==> config.mk <==
export PLATFORM = sky130hd
export DESIGN_NAME = multi_bank_gpio
export DESIGN_NICKNAME = d
export VERILOG_FILES = /design/src/rtl/gpio_pkg.sv /design/src/rtl/gpio_sync.sv /design/src/rtl/gpio_bank.sv /design/src/rtl/gpio_pull_regs.sv /design/src/rtl/multi_bank_gpio.sv
export SDC_FILE = /design/constraint.sdc
export NUM_CORES = 2
export LEC_CHECK = 0
export BUFFER_PORTS_ARGS = -buffer_cell sky130_fd_sc_hd__buf_2
export CAP_MARGIN = 20
export CELL_PAD_IN_SITES_DETAIL_PLACEMENT = 0
export CELL_PAD_IN_SITES_GLOBAL_PLACEMENT = 2
export CORE_ASPECT_RATIO = 0.8
export CORE_MARGIN = 5
export CORE_UTILIZATION = 35
export DETAILED_ROUTE_END_ITERATION = 8
export GPL_TIMING_DRIVEN = 0
export HOLD_SLACK_MARGIN = 0.15
export PLACE_DENSITY_LB_ADDON = 0.1
export SETUP_SLACK_MARGIN = 0.4
export SLEW_MARGIN = 20
export SYNTH_ARGS = -nofsm -noshare
export SYNTH_HDL_FRONTEND = slang
export SYNTH_SLANG_ARGS = --single-unit
==> constraint.sdc <==
create_clock -name clk -period 2.1 [get_ports clk]
set_clock_uncertainty 0.1 [all_clocks]
set_input_delay 0.105 -clock clk [delete_from_list [all_inputs] [get_ports clk]]
set_output_delay 0.105 -clock clk [all_outputs]
set_load 0.02 [all_outputs]
==> src/rtl/gpio_pkg.sv <==
package gpio_pkg;

    parameter int unsigned BANK_PINS  = 30;
    parameter int unsigned BANK_COUNT = 3;
    parameter int unsigned BUS_DW     = 32;
    parameter int unsigned BUS_AW     = 8;
    parameter int unsigned PULL_BITS  = 2;
    parameter int unsigned GRP_LSB    = 4;
    parameter int unsigned WORD_LSB   = 2;
    parameter int unsigned PIDX_W     = 3;

    localparam int unsigned TOTAL_PINS      = BANK_COUNT * BANK_PINS;
    localparam int unsigned FIELDS_PER_WORD = BUS_DW / PULL_BITS;
    localparam int unsigned PULL_WORDS      = (TOTAL_PINS + FIELDS_PER_WORD - 1) / FIELDS_PER_WORD;
    localparam int unsigned PULL_FLAT       = PULL_WORDS * BUS_DW;
    localparam int unsigned PULL_USED       = TOTAL_PINS * PULL_BITS;

    typedef logic [BANK_PINS-1:0] pinvec_t;

    // Upper address nibble picks the register kind.
    typedef enum logic [3:0] {
        GRP_DIR     = 4'h0,
        GRP_SEL     = 4'h1,
        GRP_POL     = 4'h2,
        GRP_TYP     = 4'h3,
        GRP_IEN     = 4'h4,
        GRP_STS     = 4'h5,
        GRP_GEN     = 4'h6,
        GRP_DIN     = 4'h7,
        GRP_DOUT    = 4'h8,
        GRP_GAP     = 4'h9,
        GRP_PULL_LO = 4'hA,
        GRP_PULL_HI = 4'hB,
        GRP_RSV_C   = 4'hC,
        GRP_RSV_D   = 4'hD,
        GRP_RSV_E   = 4'hE,
        GRP_RSV_F   = 4'hF
    } grp_e;

    typedef struct packed {
        pinvec_t dir;
        pinvec_t sel;
        pinvec_t pol;
        pinvec_t typ;
        pinvec_t ien;
        pinvec_t sts;
        pinvec_t gen;
        pinvec_t dout;
    } bank_cfg_t;

    // Per-pin trigger: type 0 = level, 1 = edge; polarity 1 = high/rising.
    function automatic pinvec_t trig_hits(pinvec_t cur, pinvec_t prev,
                                          pinvec_t pol, pinvec_t typ);
        pinvec_t rise;
        pinvec_t fall;
        pinvec_t lvl;
        pinvec_t edg;
        rise = cur & ~prev;
        fall = ~cur & prev;
        lvl  = (cur & pol) | (~cur & ~pol);
        edg  = (rise & pol) | (fall & ~pol);
        return (typ & edg) | (~typ & lvl);
    endfunction

    function automatic pinvec_t field_pick(bank_cfg_t c, pinvec_t din, grp_e g);
        case (g)
            GRP_DIR:  return c.dir;
            GRP_SEL:  return c.sel;
            GRP_POL:  return c.pol;
            GRP_TYP:  return c.typ;
            GRP_IEN:  return c.ien;
            GRP_STS:  return c.sts;
            GRP_GEN:  return c.gen;
            GRP_DIN:  return din;
            GRP_DOUT: return c.dout;
            default:  return '0;
        endcase
    endfunction

    // Bits of pull word w that belong to an existing pin.
    function automatic logic [BUS_DW-1:0] pull_mask(int unsigned w);
        logic [BUS_DW-1:0] m;
        for (int unsigned b = 0; b < BUS_DW; b++) begin
            m[b] = ((w * BUS_DW) + b) < PULL_USED;
        end
        return m;
    endfunction

endpackage

==> src/rtl/gpio_sync.sv <==
module gpio_sync #(
    parameter int unsigned W = 1
) (
    input  logic         clk,
    input  logic         rst,
    input  logic [W-1:0] d,
    output logic [W-1:0] q
);
    logic [W-1:0] stage1_q;
    logic [W-1:0] stage2_q;

    always_ff @(posedge clk) begin
        if (rst) begin
            stage1_q <= '0;
            stage2_q <= '0;
        end else begin
            stage1_q <= d;
            stage2_q <= stage1_q;
        end
    end

    assign q = stage2_q;
endmodule

==> src/rtl/gpio_bank.sv <==
module gpio_bank import gpio_pkg::*; (
    input  logic      clk,
    input  logic      rst,
    input  logic      wr_en,
    input  grp_e      wr_grp,
    input  pinvec_t   wdata,
    input  pinvec_t   pin_sync,
    output bank_cfg_t cfg,
    output logic      irq
);
    bank_cfg_t cfg_q;
    pinvec_t   prev_q;
    pinvec_t   hits;
    pinvec_t   sts_kept;

    assign hits     = trig_hits(pin_sync, prev_q, cfg_q.pol, cfg_q.typ);
    assign sts_kept = (wr_en && (wr_grp == GRP_STS)) ? (cfg_q.sts & wdata) : cfg_q.sts;

    always_ff @(posedge clk) begin
        if (rst) begin
            cfg_q     <= '0;
            cfg_q.dir <= '1;
            prev_q    <= '0;
        end else begin
            prev_q <= pin_sync;
            if (wr_en) begin
                case (wr_grp)
                    GRP_DIR:  cfg_q.dir  <= wdata;
                    GRP_SEL:  cfg_q.sel  <= wdata;
                    GRP_POL:  cfg_q.pol  <= wdata;
                    GRP_TYP:  cfg_q.typ  <= wdata;
                    GRP_IEN:  cfg_q.ien  <= wdata;
                    GRP_GEN:  cfg_q.gen  <= wdata;
                    GRP_DOUT: cfg_q.dout <= wdata;
                    default:  ;
                endcase
            end
            // A trigger in the same cycle beats a clearing write.
            cfg_q.sts <= sts_kept | hits;
        end
    end

    assign cfg = cfg_q;
    assign irq = |(cfg_q.dir & cfg_q.sts & cfg_q.ien);
endmodule

==> src/rtl/gpio_pull_regs.sv <==
module gpio_pull_regs import gpio_pkg::*; (
    input  logic                 clk,
    input  logic                 rst,
    input  logic                 wr_en,
    input  logic [PIDX_W-1:0]    idx,
    input  logic [BUS_DW-1:0]    wdata,
    output logic [BUS_DW-1:0]    rd_data,
    output logic [PULL_USED-1:0] pull
);
    logic [PULL_FLAT-1:0] flat_q;

    for (genvar w = 0; w < PULL_WORDS; w++) begin : g_word
        localparam logic [BUS_DW-1:0] KEEP = pull_mask(w);
        always_ff @(posedge clk) begin
            if (rst) begin
                flat_q[w*BUS_DW +: BUS_DW] <= '0;
            end else if (wr_en && (32'(idx) == w)) begin
                flat_q[w*BUS_DW +: BUS_DW] <= wdata & KEEP;
            end
        end
    end

    always_comb begin
        rd_data = '0;
        for (int unsigned w = 0; w < PULL_WORDS; w++) begin
            if (32'(idx) == w) begin
                rd_data = flat_q[w*BUS_DW +: BUS_DW];
            end
        end
    end

    assign pull = flat_q[PULL_USED-1:0];
endmodule

==> src/rtl/multi_bank_gpio.sv <==
module multi_bank_gpio import gpio_pkg::*; (
    input  logic                  clk,
    input  logic                  rst,
    input  logic                  bus_en,
    input  logic                  bus_we,
    input  logic [BUS_AW-1:0]     bus_addr,
    input  logic [BUS_DW-1:0]     bus_wdata,
    output logic [BUS_DW-1:0]     bus_rdata,
    input  logic [TOTAL_PINS-1:0] pad_in,
    output logic [TOTAL_PINS-1:0] pad_out,
    output logic [TOTAL_PINS-1:0] pad_oe,
    output logic [TOTAL_PINS-1:0] pad_func_sel,
    output logic [PULL_USED-1:0]  pad_pull,
    output logic [BANK_COUNT-1:0] bank_irq
);
    grp_e                  grp;
    int unsigned           widx;
    logic [PIDX_W-1:0]     pidx;
    logic                  wr;
    logic                  pull_hit;
    logic                  pull_ok;
    logic [BUS_DW-1:0]     pull_rd;
    logic                  unused_addr_lsb;

    logic [TOTAL_PINS-1:0] din_all;
    logic [TOTAL_PINS-1:0] dir_all;
    logic [TOTAL_PINS-1:0] sts_all;
    logic [TOTAL_PINS-1:0] ien_all;
    logic [TOTAL_PINS-1:0] typ_all;
    logic [TOTAL_PINS-1:0] pol_all;
    logic [BANK_COUNT-1:0] sts_wr;
    bank_cfg_t             cfg [BANK_COUNT];

    assign grp      = grp_e'(bus_addr[BUS_AW-1:GRP_LSB]);
    assign widx     = 32'(bus_addr[GRP_LSB-1:WORD_LSB]);
    assign pidx     = bus_addr[GRP_LSB+PIDX_W-WORD_LSB-1:WORD_LSB];
    assign wr       = bus_en && bus_we;
    assign pull_hit = (grp == GRP_PULL_LO) || (grp == GRP_PULL_HI);
    assign pull_ok  = pull_hit && (32'(pidx) < PULL_WORDS);
    assign unused_addr_lsb = ^bus_addr[WORD_LSB-1:0];

    gpio_sync #(.W(TOTAL_PINS)) u_sync (
        .clk (clk),
        .rst (rst),
        .d   (pad_in),
        .q   (din_all)
    );

    for (genvar b = 0; b < BANK_COUNT; b++) begin : g_bank
        localparam int unsigned LO = b * BANK_PINS;
        logic bank_wr;
        assign bank_wr = wr && (widx == b) && (grp <= GRP_DOUT);

        gpio_bank u_bank (
            .clk      (clk),
            .rst      (rst),
            .wr_en    (bank_wr),
            .wr_grp   (grp),
            .wdata    (bus_wdata[BANK_PINS-1:0]),
            .pin_sync (din_all[LO +: BANK_PINS]),
            .cfg      (cfg[b]),
            .irq      (bank_irq[b])
        );

        assign sts_wr[b]                     = bank_wr && (grp == GRP_STS);
        assign dir_all[LO +: BANK_PINS]      = cfg[b].dir;
        assign sts_all[LO +: BANK_PINS]      = cfg[b].sts;
        assign ien_all[LO +: BANK_PINS]      = cfg[b].ien;
        assign typ_all[LO +: BANK_PINS]      = cfg[b].typ;
        assign pol_all[LO +: BANK_PINS]      = cfg[b].pol;
        assign pad_out[LO +: BANK_PINS]      = cfg[b].dout;
        assign pad_oe[LO +: BANK_PINS]       = cfg[b].gen & ~cfg[b].dir;
        assign pad_func_sel[LO +: BANK_PINS] = cfg[b].sel;
    end

    gpio_pull_regs u_pull (
        .clk     (clk),
        .rst     (rst),
        .wr_en   (wr && pull_ok),
        .idx     (pidx),
        .wdata   (bus_wdata),
        .rd_data (pull_rd),
        .pull    (pad_pull)
    );

    always_comb begin
        bus_rdata = '0;
        if (bus_en && !bus_we) begin
            if (pull_ok) begin
                bus_rdata = pull_rd;
            end else if (grp <= GRP_DOUT) begin
                for (int unsigned b = 0; b < BANK_COUNT; b++) begin
                    if (widx == b) begin
                        bus_rdata = BUS_DW'(field_pick(cfg[b],
                                        din_all[b*BANK_PINS +: BANK_PINS], grp));
                    end
                end
            end
        end
    end
endmodule

==> flow_summary.ini <==
[status]
outcome = finished with violations
violations = setup timing

[synth]
synth.area.top_cells = dfxtp_1 (45%), nand2_1 (12%), a21oi_1 (8.7%)
syn-mean-instance-area_um2 = 8.10
ys_seq_elements = 1170
synth_top_cell_by_area = dfxtp_1
synth_mux_area_share_pct = 4.57
syn-instance-count = 6368
synth_fa_ha_area_share_pct = 0
yosysMostFrequentCell = nand2_1
synth-simple-area-share_pct = 22.8
ys_async_sr_fraction_pct = 0
synth_compound_area_share_pct = 19.8
netlist_area_um2 = 51600
synth_edf_count = 0
synth_cell_types = 74
synth-xor-area-share_pct = 0
yosysSeqAreaShare_pct = 45.4
synth.top_cell.area_share_pct = 45.4
syn-num-nets = 6502
synth_top_family_by_area = simple AND/OR/NAND/NOR gates
synthTopCellsByCount = nand2_1 (1623), dfxtp_1 (1170), a21oi_1 (900)
ys_warn_count = 0
ys.flop_type = dfxtp_1

[route]
post-route-drc-count = 0
ant_nets = 0
routed_wl_um = 388000
wire_per_inst_um = 39.7
vias = 59900
viasPerCell = 6.14
dr.pass1.iters = 8
drt-initial-drc-count = 9166

[cts]
cts_buffers = 135
ctsHoldBuffers = 247
cts_buffer_depth = 3
clock_sinks = 1170
cts_tree = yes
cts.clk_slew.worst_paths_ps = 70
h-tree-depth = 4
insertion_delay_ps = 810
clock-root-buffer = clkbuf_16

[place]
dp_hpwl_um = 287000
numPortBuffers = 585
place_area_um2 = 58600
dpl.cell_count = 8975
place.gp.congestion = 1.08

[layout]
fin_area_um2 = 74200
drive_gt1_share_pct = 31.2
syn2layout_area_growth_pct = 43.9
fin_cells = 9763
final_nets = 7784

[worst_setup_path]
crit_family = compound AO/OA/AOI/OAI gates
r2r_start = g_bank[2].u_bank.cfg[120]
cp.required_ps = 1890
cp_max_fo = 4
cp.buffers_inverters = 1
critPathLaunch = g_bank[0].u_bank.cfg[157]
crit_chain = mux4_2, nand2_2, a31oi_4, o211ai_1, o21ai_2, buf_6
slowest_delay_ps = 970
worstPathArrival_ps = 3320
endpoint_kind = primary output
cp-start-kind = flip-flop
cpMaxStageDelayCell = o211ai_1
path_class = reg2out

[sta]
slew_viol_final = 0
hold_viol_final = 0
relSlewSlack_pct = 9.30
setup_violations = 105
worst_pin_slew_ps = 1360
rsz0062_at_grt = yes
min_period_ps = 3520
max_clock_freq_mhz = 284
worst_slack_ps = -1420
fin_crit_sh_pct = 168

[pwr]
ir_worst_vdd_v = 0.000584
p_total_uw = 55400
leakagePower_uw = 0.0283
power_density_nw_per_um2 = 747

[grt]
grt_usage_pct = 47.5
grt_pass1_vias = 53500
antenna_found_initial = 54
grt_pass1_wl_um = 497000
grt_max_degree = 17
grt-ovfl-total = 0

[floorplanning]
core_um2 = 147000
dieArea_um2 = 155000
num_io_pins = 619
start_util_pct = 35.1
num_rows = 126
die_x_um = 439
die_y_um = 353

[hold_path]
hp-start = bus_addr[3]
hp-class = in2reg

[flow_run]
drv_cap = 0
## sequential cells by signal, summed over array words and instances, names as in the netlist
register	count
g_bank.u_bank.cfg	720
g_bank.u_bank.prev_q	90
u_pull.pull	180
u_sync.q	90
u_sync.stage1_q	90
## cells in the final DEF, fill, tap and decap left out, types with 136 or more instances in the layout
cell type,instances
nand2_1,1571
dfxtp_1,1018
a21oi_1,817
buf_2,573
nor2b_1,535
buf_4,390
dlygate4sd3_1,245
clkbuf_16,158
clkbuf_1,156
buf_6,142
clkbuf_2,136
## stage by stage
| step | utilization [%] | hold WS (ps) | worst slack, ps | TNS [ps] |
|---|---|---|---|---|
| after floorplan | - | 133 | 197 | 0 |
| after global placement | 39.3 | 215 | -3420 | -2102450 |
| after detailed placement | 39.9 | 217 | -2440 | -1295200 |
| after CTS | 48.8 | -30.7 | -1200 | -27100 |
| after global routing | 50.5 | 19.6 | -1220 | -26740 |
| final | 50.5 | 22.1 | -1420 | -29680 |
## logic make-up after synthesis
group / Yosys count
buffers and inverters: 731
DFF: 1170
AOI/OAI and AO/OA: 1697
muxes: 188
and+or+nand+nor: 2582
## power by group
part	switching, µW	leakage, µW	internal, µW
clock	10800	0.00229	14900
sequential	309	0.00956	22500
combinational	4780	0.0164	2160
## layout make-up
class	instances	area, µm²
fillers	14300	72700
clock buffers	203	4130
well taps	1984	2480
diodes	22	55.1
plain buffers	724	6050
flip-flops and latches	1170	23700
repair buffers	1146	9600
clock inverters	41	534
multi-input cells	4467	27600
inverters	6	35.0
## worst paths after layout
| check | end | slack [ps] | depth (start not counted) |
|---|---|---|---|
| worst max-delay path | bus_rdata[7] | -1420 | 6 |
| worst min-delay path | u_pull.pull[159] | 20 | 7 |
| worst min register to register | u_sync.q[63] | 330 | 1 |
| worst max register to register | g_bank[2].u_bank.cfg[60] | 810 | 4 |
## per-layer routing
metal	track usage [%]	vias up	wire length (µm)
li1	-	24400	-
met1	61.9	29600	150000
met2	64.8	4769	150000
met3	18.0	1131	54500
met4	31.4	10	32900
met5	0	-	77
## worst register-to-register path: cells and delay by family (launching register included)
kind / cells / cell delay, ps
DFF: 1 / 380
and+or+nand+nor: 2 / 200
AOI/OAI and AO/OA: 2 / 470
## what timing repair did
action / 4_1_cts / 5_1_grt
setup endpoints to repair: 1108 / 1146
resized for setup: 1114 / 476
hold endpoints to repair: 901 / 8
pin swaps: 161 / 174
gates cloned: 7 / 9
setup buffers: 174 / 84
Power figures use the tool's default switching activity.
